==> config.mk <==
export PLATFORM = sky130hd
export DESIGN_NAME = trng_postproc
export DESIGN_NICKNAME = d
export VERILOG_FILES = /design/src/rtl/trng_pp_pkg.sv /design/src/rtl/trng_xor_fold.sv /design/src/rtl/trng_mseq.sv /design/src/rtl/trng_postproc.sv
export SDC_FILE = /design/constraint.sdc
export NUM_CORES = 1
export LEC_CHECK = 0
export BUFFER_PORTS_ARGS = -buffer_cell sky130_fd_sc_hd__buf_2
export CAP_MARGIN = 20
export CORE_ASPECT_RATIO = 1.2
export CORE_MARGIN = 4
export CORE_UTILIZATION = 25
export CTS_CLUSTER_SIZE = 10
export DETAILED_ROUTE_END_ITERATION = 10
export PLACE_DENSITY = 0.43
export SETUP_SLACK_MARGIN = 0.5
export SLEW_MARGIN = 20
export SYNTH_ARGS = -nofsm -noshare
export SYNTH_HDL_FRONTEND = slang
export SYNTH_SLANG_ARGS = --single-unit
==> constraint.sdc <==
create_clock -name clk_i -period 4.2 [get_ports clk_i]
set_input_delay 1.05 -clock clk_i [delete_from_list [all_inputs] [get_ports clk_i]]
set_output_delay 1.05 -clock clk_i [all_outputs]
set_load 0.03 [all_outputs]
==> src/rtl/trng_pp_pkg.sv <==
package trng_pp_pkg;
  localparam int unsigned SEQ_W     = 16;
  localparam logic [SEQ_W-1:0] SEQ_SEED = 16'hACE1;
  // feedback taps at stages 16,14,13,11
  localparam logic [SEQ_W-1:0] SEQ_TAPS = 16'hB400;
  localparam int unsigned GROUP_N   = 4;

  function automatic logic [SEQ_W-1:0] seq_next(input logic [SEQ_W-1:0] s);
    return {s[SEQ_W-2:0], ^(s & SEQ_TAPS)};
  endfunction
endpackage

==> src/rtl/trng_xor_fold.sv <==
module trng_xor_fold #(
  parameter int unsigned GROUP = 4,
  localparam int unsigned PH_W = (GROUP > 1) ? $clog2(GROUP) : 1
) (
  input  logic clk_i,
  input  logic rst_ni,
  input  logic clr_i,
  input  logic take_i,
  input  logic bit_i,
  output logic fold_o,
  output logic done_o
);
  logic [PH_W-1:0] phase_q;
  logic            acc_q;
  logic            last;

  assign last   = (phase_q == PH_W'(GROUP - 1));
  assign fold_o = acc_q ^ bit_i;
  assign done_o = take_i && last && !clr_i;

  always_ff @(posedge clk_i or negedge rst_ni) begin
    if (!rst_ni) begin
      phase_q <= '0;
      acc_q   <= 1'b0;
    end else if (clr_i) begin
      phase_q <= '0;
      acc_q   <= 1'b0;
    end else if (take_i) begin
      if (last) begin
        phase_q <= '0;
        acc_q   <= 1'b0;
      end else begin
        phase_q <= phase_q + 1'b1;
        acc_q   <= acc_q ^ bit_i;
      end
    end
  end


  phase_wrap_chk: assert property (@(posedge clk_i) disable iff (!rst_ni)
    (take_i && last && !clr_i) |=> (phase_q == '0 && !acc_q));


  idle_hold_chk: assert property (@(posedge clk_i) disable iff (!rst_ni)
    (!take_i && !clr_i) |=> ($stable(phase_q) && $stable(acc_q)));


  clr_fold_chk: assert property (@(posedge clk_i) disable iff (!rst_ni)
    clr_i |=> (phase_q == '0 && !acc_q));
endmodule

==> src/rtl/trng_mseq.sv <==
module trng_mseq
  import trng_pp_pkg::*;
(
  input  logic clk_i,
  input  logic rst_ni,
  input  logic clr_i,
  input  logic step_i,
  output logic bit_o
);
  logic [SEQ_W-1:0] state_q;

  assign bit_o = state_q[SEQ_W-1];

  always_ff @(posedge clk_i or negedge rst_ni) begin
    if (!rst_ni)      state_q <= SEQ_SEED;
    else if (clr_i)   state_q <= SEQ_SEED;
    else if (step_i)  state_q <= seq_next(state_q);
  end


  seq_nonzero_chk: assert property (@(posedge clk_i) disable iff (!rst_ni)
    state_q != '0);


  seq_hold_chk: assert property (@(posedge clk_i) disable iff (!rst_ni)
    (!step_i && !clr_i) |=> $stable(state_q));


  seq_shift_chk: assert property (@(posedge clk_i) disable iff (!rst_ni)
    (step_i && !clr_i) |=> (state_q[SEQ_W-1:1] == $past(state_q[SEQ_W-2:0])));
endmodule

==> src/rtl/trng_postproc.sv <==
module trng_postproc
  import trng_pp_pkg::*;
(
  input  logic clk_i,
  input  logic rst_ni,
  input  logic clr_i,
  input  logic en_i,
  input  logic raw_i,
  input  logic raw_vld_i,
  output logic out_o,
  output logic out_vld_o
);
  logic take;
  logic fold_bit;
  logic fire;
  logic mask_bit;

  assign take = en_i && raw_vld_i;

  trng_xor_fold #(.GROUP(GROUP_N)) i_fold (
    .clk_i  (clk_i),
    .rst_ni (rst_ni),
    .clr_i  (clr_i),
    .take_i (take),
    .bit_i  (raw_i),
    .fold_o (fold_bit),
    .done_o (fire)
  );

  trng_mseq i_mseq (
    .clk_i  (clk_i),
    .rst_ni (rst_ni),
    .clr_i  (clr_i),
    .step_i (fire),
    .bit_o  (mask_bit)
  );

  always_ff @(posedge clk_i or negedge rst_ni) begin
    if (!rst_ni) begin
      out_o     <= 1'b0;
      out_vld_o <= 1'b0;
    end else if (clr_i) begin
      out_o     <= 1'b0;
      out_vld_o <= 1'b0;
    end else begin
      out_vld_o <= fire;
      if (fire) out_o <= fold_bit ^ mask_bit;
    end
  end


  vld_pulse_chk: assert property (@(posedge clk_i) disable iff (!rst_ni)
    out_vld_o |=> !out_vld_o);


  out_hold_chk: assert property (@(posedge clk_i) disable iff (!rst_ni)
    (!fire && !clr_i) |=> $stable(out_o));


  en_low_chk: assert property (@(posedge clk_i) disable iff (!rst_ni)
    (!en_i || clr_i) |=> !out_vld_o);


  clr_out_chk: assert property (@(posedge clk_i) disable iff (!rst_ni)
    clr_i |=> (!out_vld_o && !out_o));
endmodule

# After elaboration in Yosys (flattened, before gate mapping)
# Cells that the tools add are included.
classes:
  addsub: 1
  n_reduce_logical: 7
  muxes: 11
  n_eq_ne: 1
  bitwise: 2
op_table:
  columns: ["operator", "n"]
  rows:
  - ["2-to-1 mux 16 bit", 2]
  - ["XOR reduction 16 bit", 1]
  - ["2-to-1 mux 1 bit", 6]
  - ["2-to-1 mux 2 bit", 3]
  - ["nonzero test 2 bit", 2]
  - ["logical AND 1 bit", 3]
  - ["adder 2 x 1 -> 2 bit (second input constant)", 1]
  - ["equality test 2 bit (second input constant)", 1]
  - ["bitwise XOR 1 bit", 2]
  - ["logical NOT 1 bit", 1]
word_totals:
  reg_bits: 21
  out_inout_bits: 2
  wordCells: 27
  in_bits: 6

# Logic depth before layout (Yosys ltp)
logic_depth:
  word_depth: 5
  ltp_mapped: 7
  depth_no_buf: 5

# Cells and area by module
# A second synthesis with hierarchy kept.
hier_totals:
  cells_unflattened: 77
  hier_area_um2: 959.7
by_module_without_submodules:
  columns: ["module", "seq_area_each_um2", "cells_per_inst", "area_each_um2", "instances"]
  rows:
  - ["trng_mseq", 410.4, 55, 704.4, 1]
  - ["trng_xor_fold", 75.1, 15, 167.7, 1]
  - ["trng_postproc", 50.0, 7, 87.6, 1]

# Worst setup path before layout
# No wires, ideal clock.
synth_path:
  path_type: "input to register"
  startpoint: "input port en_i"
  endpoint: "register i_mseq.state_q[12]"
  arrival_time_ps: 1709
  n_path_buf: 2
  slack_ps: 2370
  stages: 6
  required_ps: 4079
  cell_sequence: "nand3_1 or2_1 buf_6 inv_4 buf_8 a22o_1"
synth_via:
  elab_chain_cells: 4
synth_rtl:
  columns: ["element", "line_no", "text"]
  rows:
  - ["start: declaration", "trng_postproc.sv:7", "input logic en_i,"]
  - ["logical AND 1 bit", "trng_postproc.sv:18", "assign take = en_i && raw_vld_i;"]
  - ["logical AND 1 bit (2 in series)", "trng_xor_fold.sv:19", "assign done_o = take_i && last && !clr_i;"]
  - ["nonzero test 2 bit (no source line)", null, null]
  - ["end signal: assignment", "trng_mseq.sv:17", "else if (step_i) state_q <= seq_next(state_q);"]
  - ["end: declaration", "trng_mseq.sv:10", "logic [SEQ_W-1:0] state_q;"]
# Every way passes these cells.
# A chain may end at the register's enable or synchronous reset.

# Worst setup path after layout
layout_path:
  startpoint: "register out_o"
  endpoint: "output port out_o"
layout_rtl:
  columns: ["element", "line_no", "text"]
  rows:
  - ["start: declaration", "trng_postproc.sv:10", "output logic out_o,"]
  - ["start signal: assignment", "trng_postproc.sv:47", "if (fire) out_o <= fold_bit ^ mask_bit;"]
# No word-level cell between the ends.

==> results_dict.tcl <==
set metrics [dict create \
    outcome "finished, final reports clean" \
    rsz_0062_raised_after_global_routing "no" \
    tritoncts.num_buffers 3 \
    max-clock-path-buffers 2 \
    seq_power_share_pct 65.2 \
    drc_violations 0 \
    maxSlewViolCount 0 \
    final_core_utilization_pct 29.25 \
    hold_viol 0 \
    synth_largest_type_area_fraction_pct 38.35 \
    postCtsSetupRepairBufs 0 \
    place.gp.congestion 0.6703 \
    cp.arrival_ns 0.87 \
    design.die.area_mm2 0.004393 \
    htree_levels 1 \
    core_region_area_mm2 0.003166 \
    ratio_of_total_power_to_cell_area_mw_per_mm2 341.3 \
    place.port_buffers 7 \
    timing_worst_slew_pin_value_ns 0.7841 \
    detailroute.via_count 472 \
    yosys.area.top_type "sky130_fd_sc_hd__dfrtp_1" \
    tritoncts_num_sinks 21 \
    cts_hold_repair.buffers 0 \
    slowest_delay_ns 0.40 \
    clock_power_share_pct 29.2 \
    ys_types 19 \
    grt_pass1_vias 461 \
    pwr-share-comb_pct 5.6 \
    rows 22 \
    die_width_um 61.18 \
    gr-usage-met1_pct 8.889 \
    timing.final.setup_violations 0 \
    highest_utilization_routing_layer_at_the_global_route_stage "met2" \
    crit_type "register to primary output" \
    timing.critical_path.buf_inv 1 \
    clock_tree_from_tritoncts "done" \
    via_to_cell_ratio 4.495 \
    insertedDiodeCount 0 \
    worst_clock_skew_ns 0.006249 \
    synth_area_leaders "sky130_fd_sc_hd__dfrtp_1 (38%), sky130_fd_sc_hd__dfstp_2 (25%), sky130_fd_sc_hd__a22o_1 (9.3%)" \
    preCtsSetupSlack_ns 2.007 \
    maxSlewHeadroom_pct 47.48 \
    vdd.ir_drop.worst_mv 0.1311 \
    route.final.wire_length_um 1306 \
    power.static_leakage_nw 0.4050 \
    final_cell_mix "sky130_fd_sc_hd__dfrtp_1 (13), sky130_fd_sc_hd__a22o_1 (9), sky130_fd_sc_hd__dfstp_2 (8)" \
    grt_first_pass_wirelength_um 2132 \
    cts.clk_slew.worst_paths_ns 0.11 \
    grt_antenna_before_repair 0 \
    worstPathMaxFanout 2 \
    met3_usage_pct 1.622 \
    ys_ff_latch 21 \
    period_needed_ns 1.916 \
    wl_per_cell_um 12.44 \
    syn_area_per_cell_um2 13.91 \
    postSynthCellCount 61 \
    final_antenna_net_count 0 \
    synthToLayoutAreaGrowth_pct 9.144 \
    worst-endpoint-required_ns 3.15 \
    cts_resized 0 \
    internal_power_mw 0.2463 \
    p_sw_share_pct 22.05 \
    insertion_delay_ns 0.29 \
    report.power.total_mw 0.3160 \
    finish.net_count 77 \
    timing.setup.tns_ns 0 \
    ys_warn_count 0 \
    maximum_number_of_pins_on_one_net_before_global_route_repair 22 \
    post-dp-hpwl_um 929.8 \
    synth-seq-area-share_pct 63.13 \
    worst_setup_path_start_kind "register" \
    timing.critical_path.slowest_stage_cell "sky130_fd_sc_hd__dfrtp_1" \
    share_of_final_layout_standard_cells_stronger_than_drive_strength_1_pct 28.99 \
    floorplan.die.height_um 71.81 \
    floorplan.initialDensity_pct 26.80 \
    global_route.usage.total_pct 6.543 \
    final.period_utilization_pct 45.61 \
    critical_path_cell_by_cell "buf_2" \
    detail_route.iter0.violations 4 \
    grt.met2_usage_pct 8.941 \
    cp-end-kind "primary output" \
    drv_cap 0 \
    grt_overflow_total 0 \
    maxClockFrequency_ghz 0.5220 \
    cp_top_family "flip-flops" \
    cts.root.buffer_cell "sky130_fd_sc_hd__clkbuf_4" \
    layout_setup_ws_ns 2.284 \
    drt-pass1-iter-count 2 \
    ios 8 \
    mappedNetlistArea_um2 848.3 \
    mostFrequentLayoutCell "sky130_fd_sc_hd__dfrtp_1" \
    fin_worst_hold_slack_ns 0.5141 \
    netSwitchingPower_mw 0.06967 \
    mappedNetlistNets 68 \
    worst_hold_path_type "register to register" \
]
-- registers in the layout, summed over array words and instances (netlist names) --
register	cells
out_vld_o	1
out_o	1
i_fold.phase_q	2
i_mseq.state_q	16
i_fold.acc_q	1
-- layout make-up --
type / instances / area, µm²
flip-flops and latches: 21 / 535.5
multi-input cells: 36 / 276.5
repair buffers: 7 / 35.03
fillers: 304 / 2240
inverters: 1 / 6.256
clock buffers: 3 / 22.52
clock inverters: 1 / 5.005
well taps: 36 / 45.04
-- through the flow --
stage / cell area, µm² / cells
after global routing: 925.9 / 105
after floorplan: 848.3 / 61
after CTS: 925.9 / 105
after global placement: 898.4 / 101
final: 925.9 / 105
after detailed placement: 898.4 / 101
-- cell usage after synthesis (all sizes together) --
cell type   n
inv         1
clkbuf      1
ha          1
a2bb2oi     1
a22o        9
xnor2       3
o22a        7
buf         2
a21oi       1
nand2       2
nand2b      1
a31oi       1
xor2        4
dfstp       8
dfrtp      13
or2         1
nor2        2
nand3       3
-- power by group through the flow --
stage          clock (mW)  sequential [mW]  combinational, mW
2_1_floorplan           0            0.209            0.00893
3_3_place_gp            0            0.210             0.0183
3_5_place_dp            0            0.210             0.0182
4_1_cts            0.0989            0.206             0.0184
5_1_grt             0.108            0.206             0.0203
6_report           0.0924            0.206             0.0176
-- cells by family after synthesis --
kind of cell / count (synthesis) / share of synthesized area [%]
AO/OA/AOI/OAI: 19 / 18.88
XOR/XNOR: 7 / 7.227
adder cells (fa/ha/maj): 1 / 1.475
buffers and inverters: 4 / 4.277
flip-flops: 21 / 63.13
AND/OR/NAND/NOR: 9 / 5.016
-- worst paths after layout --
kind	to	from	depth (start not counted)	slack (ns)
min in group asynchronous	i_mseq.state_q[12]	rst_ni	1	0.68
max in group asynchronous	i_mseq.state_q[15]	rst_ni	1	3.18
min	i_mseq.state_q[0]	i_mseq.state_q[0]	1	0.51
min reg2reg	i_mseq.state_q[0]	i_mseq.state_q[0]	1	0.51
max reg2reg	out_o	i_fold.phase_q[0]	3	2.66
max	out_o	out_o	1	2.28
-- layer usage --
layer,vias up,routed length [µm]
li1,237,-
met1,231,639
met2,2,612
met3,2,31
met4,0,23
met5,-,0
(Power assumes the default switching activity.)
